<file path="config.mk">
export PLATFORM = sky130hd
export DESIGN_NAME = burst_beat_seq
export DESIGN_NICKNAME = d
export VERILOG_FILES = /design/src/rtl/bsq_pkg.sv /design/src/rtl/bsq_start_check.sv /design/src/rtl/bsq_beat_ctr.sv /design/src/rtl/bsq_order_map.sv /design/src/rtl/burst_beat_seq.sv
export SDC_FILE = /design/constraint.sdc
export NUM_CORES = 1
export LEC_CHECK = 0
export BUFFER_PORTS_ARGS = -buffer_cell sky130_fd_sc_hd__buf_2
export CAP_MARGIN = 20
export CORE_AREA = 2 2 39 41
export DETAILED_ROUTE_END_ITERATION = 10
export DIE_AREA = 0 0 41 43
export GPL_TIMING_DRIVEN = 1
export RECOVER_POWER = 25
export SYNTH_ARGS = -nofsm -noshare
export SYNTH_HDL_FRONTEND = slang
export SYNTH_HIERARCHICAL = 1
export SYNTH_SLANG_ARGS = --single-unit
export TNS_END_PERCENT = 5
</file>
<file path="constraint.sdc">
create_clock -name clk -period 2.44 [get_ports clk]
set_clock_uncertainty 0.15 [all_clocks]
set_input_delay 0.488 -clock clk [delete_from_list [all_inputs] [get_ports clk]]
set_output_delay 0.488 -clock clk [all_outputs]
set_load 0.05 [all_outputs]
</file>
<file path="src/rtl/bsq_pkg.sv">
package bsq_pkg;
  // Halves carried per doubleword on the 32-bit path.
  localparam int unsigned HALVES = 2;
  // Bytes in one doubleword.
  localparam int unsigned DW_BYTES = 8;
  localparam int unsigned DW_OFS_W = $clog2(DW_BYTES);

  typedef enum logic {
    SEQ_IDLE   = 1'b0,
    SEQ_ACTIVE = 1'b1
  } seq_state_e;
endpackage

</file>
<file path="src/rtl/bsq_start_check.sv">
// Splits the burst offset into the doubleword selector and the alignment verdict.
module bsq_start_check #(
  parameter int unsigned DW_PER_LINE = 4,
  localparam int unsigned IDX_W  = $clog2(DW_PER_LINE),
  localparam int unsigned LINE_W = IDX_W + bsq_pkg::DW_OFS_W
) (
  input  logic [LINE_W-1:0] ofs,
  output logic              aligned,
  output logic [IDX_W-1:0]  dw_sel
);
  localparam int unsigned OW = bsq_pkg::DW_OFS_W;

  always_comb begin
    aligned = (ofs[OW-1:0] == '0);
    dw_sel  = ofs[LINE_W-1:OW];
  end
endmodule

</file>
<file path="src/rtl/bsq_beat_ctr.sv">
// Burst control: idle/active state, beat counter, captured start index and direction.
module bsq_beat_ctr #(
  parameter int unsigned DW_PER_LINE = 4,
  localparam int unsigned IDX_W   = $clog2(DW_PER_LINE),
  localparam int unsigned N_BEATS = DW_PER_LINE * bsq_pkg::HALVES,
  localparam int unsigned CNT_W   = $clog2(N_BEATS)
) (
  input  logic             clk,
  input  logic             rst,
  input  logic             start_req,
  input  logic             start_aligned,
  input  logic [IDX_W-1:0] start_sel,
  input  logic             start_write,
  input  logic             beat_ready,
  output logic             active,
  output logic [CNT_W-1:0] cnt,
  output logic [IDX_W-1:0] base_idx,
  output logic             wr_q,
  output logic             err_q
);
  import bsq_pkg::*;

  localparam logic [CNT_W-1:0] LAST_CNT = CNT_W'(N_BEATS - 1);

  seq_state_e state_q;
  logic       take_start;
  logic       bad_start;
  logic       beat_done;
  logic       burst_done;

  always_comb begin
    take_start = (state_q == SEQ_IDLE) && start_req && start_aligned;
    bad_start  = (state_q == SEQ_IDLE) && start_req && !start_aligned;
    beat_done  = (state_q == SEQ_ACTIVE) && beat_ready;
    burst_done = beat_done && (cnt == LAST_CNT);
  end

  always_ff @(posedge clk) begin
    if (rst) begin
      state_q  <= SEQ_IDLE;
      cnt      <= '0;
      base_idx <= '0;
      wr_q     <= 1'b0;
      err_q    <= 1'b0;
    end else begin
      err_q <= bad_start;
      if (take_start) begin
        state_q  <= SEQ_ACTIVE;
        cnt      <= '0;
        base_idx <= start_sel;
        wr_q     <= start_write;
      end else if (burst_done) begin
        state_q  <= SEQ_IDLE;
        cnt      <= '0;
        base_idx <= '0;
        wr_q     <= 1'b0;
      end else if (beat_done) begin
        cnt <= cnt + 1'b1;
      end
    end
  end

  assign active = (state_q == SEQ_ACTIVE);
endmodule

</file>
<file path="src/rtl/bsq_order_map.sv">
// Maps the beat number onto the wrapped doubleword index and the half select.
module bsq_order_map #(
  parameter int unsigned DW_PER_LINE = 4,
  localparam int unsigned IDX_W   = $clog2(DW_PER_LINE),
  localparam int unsigned N_BEATS = DW_PER_LINE * bsq_pkg::HALVES,
  localparam int unsigned CNT_W   = $clog2(N_BEATS)
) (
  input  logic             active,
  input  logic [CNT_W-1:0] cnt,
  input  logic [IDX_W-1:0] base_idx,
  output logic [IDX_W-1:0] idx,
  output logic             upper,
  output logic             last
);
  localparam logic [CNT_W-1:0] LAST_CNT = CNT_W'(N_BEATS - 1);

  logic [IDX_W-1:0] step;
  logic [IDX_W:0]   sum;

  assign step = cnt[CNT_W-1:1];
  assign sum  = {1'b0, base_idx} + {1'b0, step};

  generate
    if ((DW_PER_LINE & (DW_PER_LINE - 1)) == 0) begin : g_pow2_wrap
      // Power-of-two line: wrapping is plain truncation.
      assign idx = sum[IDX_W-1:0];
    end else begin : g_mod_wrap
      // Other line sizes: subtract once when past the end.
      assign idx = (sum >= (IDX_W+1)'(DW_PER_LINE))
                   ? IDX_W'(sum - (IDX_W+1)'(DW_PER_LINE))
                   : sum[IDX_W-1:0];
    end
  endgenerate

  assign upper = active && !cnt[0];
  assign last  = active && (cnt == LAST_CNT);
endmodule

</file>
<file path="src/rtl/burst_beat_seq.sv">
// Top level of the critical-doubleword-first burst beat sequencer.
module burst_beat_seq #(
  parameter int unsigned DW_PER_LINE = 4,
  localparam int unsigned IDX_W   = $clog2(DW_PER_LINE),
  localparam int unsigned LINE_W  = IDX_W + bsq_pkg::DW_OFS_W,
  localparam int unsigned N_BEATS = DW_PER_LINE * bsq_pkg::HALVES,
  localparam int unsigned CNT_W   = $clog2(N_BEATS)
) (
  input  logic              clk,
  input  logic              rst,
  input  logic              start_req,
  input  logic [LINE_W-1:0] start_ofs,
  input  logic              start_write,
  input  logic              beat_ready,
  output logic              beat_valid,
  output logic [IDX_W-1:0]  dw_idx,
  output logic              upper_half,
  output logic [CNT_W-1:0]  beat_cnt,
  output logic              last_beat,
  output logic              burst_write,
  output logic              busy,
  output logic              start_err
);
  logic             ofs_ok;
  logic [IDX_W-1:0] ofs_sel;
  logic             act;
  logic [CNT_W-1:0] cnt_q;
  logic [IDX_W-1:0] base_q;
  logic             wr_q;
  logic             err_q;

  bsq_start_check #(.DW_PER_LINE(DW_PER_LINE)) u_check (
    .ofs     (start_ofs),
    .aligned (ofs_ok),
    .dw_sel  (ofs_sel)
  );

  bsq_beat_ctr #(.DW_PER_LINE(DW_PER_LINE)) u_ctr (
    .clk           (clk),
    .rst           (rst),
    .start_req     (start_req),
    .start_aligned (ofs_ok),
    .start_sel     (ofs_sel),
    .start_write   (start_write),
    .beat_ready    (beat_ready),
    .active        (act),
    .cnt           (cnt_q),
    .base_idx      (base_q),
    .wr_q          (wr_q),
    .err_q         (err_q)
  );

  bsq_order_map #(.DW_PER_LINE(DW_PER_LINE)) u_map (
    .active   (act),
    .cnt      (cnt_q),
    .base_idx (base_q),
    .idx      (dw_idx),
    .upper    (upper_half),
    .last     (last_beat)
  );

  assign beat_valid  = act;
  assign busy        = act;
  assign beat_cnt    = cnt_q;
  assign burst_write = wr_q;
  assign start_err   = err_q;
endmodule

</file>
# Word-level counts from Yosys, hierarchy flattened

Index checks and enable logic that the tools add are counted.

Bits in registers: 8
Input port bits: 10
Output and inout port bits: 11
Logic and storage cells: 26

$add $sub $neg: 2
Equality and inequality tests: 1
Muxes and demuxes: 5
Bitwise operators: 1
Reduce and logical (&&, ||, !) cells: 12

Operators with widths:

| cell                  | count |
|---|---|
| $logic_and A1 B1 Y1   | 7 |
| $mux W2               | 2 |
| $add A3 B1 Y3 const B | 1 |
| $eq A3 B3 Y1 const B  | 1 |
| $logic_not A3 Y1      | 1 |
| $mux W1               | 3 |
| $reduce_or A3 Y1      | 1 |
| $add A2 B2 Y2         | 1 |
| $logic_not A1 Y1      | 2 |
| $reduce_bool A2 Y1    | 1 |
| $not A1 Y1            | 1 |

# Logic depth before layout (Yosys ltp)

Word-level depth: 4
Depth in mapped cells: 4
Depth with buffers taken out: 4

# By module

Netlist, hierarchy kept.

By module, submodules not included:

| module          | times used | cells an instance | area an instance (sq um) | seq. area each (sq um) |
|---|---|---|---|---|
| bsq_beat_ctr    | 1          | 31                | 339.1                    | 160.2 |
| bsq_order_map   | 1          | 4                 | 51.3                     | 0.0 |
| bsq_start_check | 1          | 3                 | 25.0                     | 0.0 |
| burst_beat_seq  | 1          | 1                 | 7.5                      | 0.0 |

# Worst setup path before layout

No wires, ideal clock.

Path kind: register to output
Start: register u_ctr.cnt[1]
End: output port dw_idx[1]
Arrival time: 1.511 ns
Data required time: 1.802 ns
Setup slack: 0.291 ns
Stages on the path, launching flop included: 3
Path buffers: 0
Cells stage by stage: dfxtp_1 > ha_1 > xor3_1

Word-level cells in the longest chain between the ends: 1

RTL lines:

| what                   | line                 | source |
|---|---|---|
| from (decl)            | bsq_beat_ctr.sv:16   | `output logic [CNT_W-1:0] cnt,` |
| from (signal assigned) | bsq_beat_ctr.sv:58   | `cnt <= cnt + 1'b1;` |
| $add A2 B2 Y2          | bsq_order_map.sv:21  | `assign sum = {1'b0, base_idx} + {1'b0, step};` |
| to (decl)              | burst_beat_seq.sv:16 | `output logic [IDX_W-1:0] dw_idx,` |

Every way passes these cells.

# Worst setup path in the final report

Same ends and word-level chain as after synthesis.

==> run_results.csv <==
group,metric,value,unit
clock_network,post_cts_setup_repair_buffer_count,0,
worst_setup_path,timing.setup.critical_path_class,"reg2out",
worst_hold_path,whs_path_depth,2,
timing,final_max_slew_viol_count,0,
clock_network,numCtsBuffers,3,
finish,areaGrowthSynthToFinish,25.1,%
finish,layout.area.seq,160,µm²
timing,totalNegativeSetupSlack,0,ps
synth,synth.avg_cell_area,10.8,µm²
placement,gpl.final_weighted_congestion,0.766,
detailed_routing,mean_routed_wirelength_per_cell,11.2,µm
grt,antenna_violations_before_repair,0,
grt,grt_max_degree,14,
grt,grt_pass1_vias,290,
detailed_routing,drt-initial-drc-count,5,
synth,synth_cell_type_count,21,
synth,synth-seq-area-share,0.379,
finish,most_frequent_cells_in_the_layout,"buf_2, dfxtp_1, nand2_1",
pwr,power.net_switching,0.0000719,W
synth,synth.cell_area,423,µm²
timing,max_freq,0.491,GHz
finish,area_occupied_by_multi_input_gates,225,µm²
run,drv_cap,0,
floorplanning,core.rowCount,14,
worst_hold_path,worst_hold_endpoint,"u_ctr/wr_q",
detailed_routing,postRouteWirelength,826,µm
finish,layout.core_utilization,0.382,
detailed_routing,drt.antenna.violating_nets,0,
finish,final_common_cell,"buf_2",
clock_network,post_cts_resized,0,
grt,grt_overflow_total,0,
pwr,p_int,0.000204,W
finish,layout-drive-gt1-share,0.448,
timing,final-hold-violation-count,0,
run_status,status,"finished clean",
pwr,power.leakage,0.266,nW
clock_network,clockRootBuffer,"clkbuf_4",
timing,finalCriticalPeriod,2040,ps
worst_setup_path,crit_path_end_kind,"primary output",
worst_setup_path,critical_path_arrival,1400,ps
worst_setup_path,startpoint_type,"flip-flop",
pwr,p_sw_frac,0.261,
synth,yosys_warnings,6,
floorplanning,initial_core_util,0.306,
synth,synth.net_count,52,
clock_network,cts.sink_count,8,
timing,min_period_over_period,0.835,
pwr,worst_ir_drop_vdd,0.366,mV
floorplanning,floorplan.die_area,1760,µm²
timing,worst_pin_slew,595,ps
pwr,clockPowerShare,0.358,
worst_setup_path,required,1800,ps
worst_setup_path,worst_r2r_path_depth,4,
pwr,power.share.combinational,0.145,
worst_setup_path,timing.rr.end,"u_ctr/base_idx[1]",
floorplanning,die_width,41,µm
clock_network,clock_buffer_depth,2,
placement,place.port_buffers,20,
timing,setup_viol,0,
pwr,power.share.sequential,0.496,
clock_network,tritoncts,"built",
finish,layout.nets,73,
detailed_routing,drt-pass1-iter-count,3,
finish,nFillCells,153,
clock_network,htree_levels,1,
finish,antenna-diode-count,0,
worst_setup_path,path_max_fanout,5,
detailed_routing,drt-vias-per-instance,4.91,
floorplanning,die_h,43,µm
grt,groute.usage.overall,0.102,
clock_network,clock_latency,250,ps
synth,synthCells,39,
floorplanning,num_io_pins,21,
worst_setup_path,crit-reg2reg-launch,"u_ctr/cnt[0]",
detailed_routing,num_vias,363,
worst_hold_path,min_path_type,"in2reg",
timing,rsz0062_at_grt,"false",
placement,hpwlAfterDp,654,µm
synth,flop_and_latch_count_out_of_synthesis,8,
timing,worst_slew_margin_rel,0.605,
worst_setup_path,worst-r2r-setup-slack,920,ps
clock_network,clkTransAtPathRegs,50,ps
detailed_routing,drt_drc_violations_left,0,
floorplanning,core_region_area,1380,µm²
pwr,p_per_area,521,nW/µm²
grt,grt_first_pass_wirelength,1100,µm
worst_hold_path,hold_path_startpoint,"start_write",
clock_network,cts_hold_buffers,0,
-- worst max path at each step --
| stage | from | to | slack, ps | depth (start not counted) |
|---|---|---|---|---|
| final | u_ctr/cnt[1] | dw_idx[1] | 400 | 3 |
| after global routing | u_ctr/cnt[1] | dw_idx[1] | 340 | 3 |
| after CTS | u_ctr/cnt[1] | dw_idx[1] | 390 | 3 |
| after detailed placement | u_ctr/cnt[1] | dw_idx[1] | 670 | 3 |
| after global placement | u_ctr/cnt[1] | dw_idx[1] | 680 | 3 |
| after floorplan | u_ctr/cnt[1] | dw_idx[1] | 290 | 2 |
-- logic make-up after synthesis --
kind of cell	synth area share
AOI/OAI and AO/OA	0.169
xor gates and xnor gates	0.0769
adders and majority gates	0.0888
buffers and inverters	0.0887
DFF	0.379
and+or+nand+nor	0.198
-- sequential cells by signal, summed over array words and instances, names as in the netlist --
name            flops
u_ctr/cnt           3
u_ctr/active        1
u_ctr/base_idx      2
u_ctr/wr_q          1
u_ctr/err_q         1
-- routing by layer --
layer	part of all wire	wire, µm	global-route usage	vias to the layer above
li1	-	-	-	183
met1	0.42	351	0.111	161
met2	0.45	373	0.134	15
met3	0.086	71	0.0471	4
met4	0.036	30	0.100	0
met5	0	0	0	-
-- Yosys cell counts --
library cell / count / area [µm²]
inv_1: 1 / 3.75
buf_4: 3 / 22.5
xor3_1: 1 / 23.8
nor2b_1: 1 / 6.26
nor3_2: 1 / 10.0
and3b_1: 1 / 8.76
nand2_1: 4 / 15.0
xor2_1: 1 / 8.76
nand3_1: 2 / 10.0
nor4b_1: 1 / 8.76
a21oi_1: 2 / 10.0
a311oi_2: 1 / 15.0
and4bb_2: 1 / 12.5
a31o_2: 1 / 8.76
nor2_1: 1 / 3.75
and4_1: 1 / 8.76
a311o_2: 1 / 11.3
a22o_1: 3 / 26.3
buf_6: 1 / 11.3
ha_1: 3 / 37.5
dfxtp_1: 8 / 160
-- final cells by class --
cell class              instances  area share
repair buffers                 20       0.184
flip-flops and latches          8       0.303
well taps                      16      0.0378
multi-input cells              26       0.426
inverters                       1     0.00709
clock buffers                   3      0.0426
-- through the flow --
| step | power [W] | instances | hold WS, ps | instance area, µm² | setup slack [ps] |
|---|---|---|---|---|---|
| 5_1_grt | 0.000292 | 74 | 312 | 529 | 344 |
| 3_3_place_gp | 0.000180 | 71 | 308 | 509 | 682 |
| 2_1_floorplan | 0.000169 | 39 | 296 | 423 | 291 |
| 6_report | 0.000276 | 74 | 306 | 529 | 402 |
| 4_1_cts | 0.000283 | 74 | 302 | 532 | 388 |
| 3_5_place_dp | 0.000180 | 71 | 309 | 509 | 669 |
-- critical path: stages (launching register included) --
cell and delay (ps):
dfxtp_1 340, ha_1 200, xor3_1 350, buf_2 260
-- power groups by stage --
stage | clock network (W) | logic, W | registers (W)
final | 0.0000988 | 0.0000400 | 0.000137
after CTS | 0.000105 | 0.0000408 | 0.000137
after detailed placement | 0 | 0.0000407 | 0.000140
after global routing | 0.000111 | 0.0000428 | 0.000137
after global placement | 0 | 0.0000403 | 0.000140
after floorplan | 0 | 0.0000222 | 0.000147
Note: power is estimated with default switching activity, not from simulation.
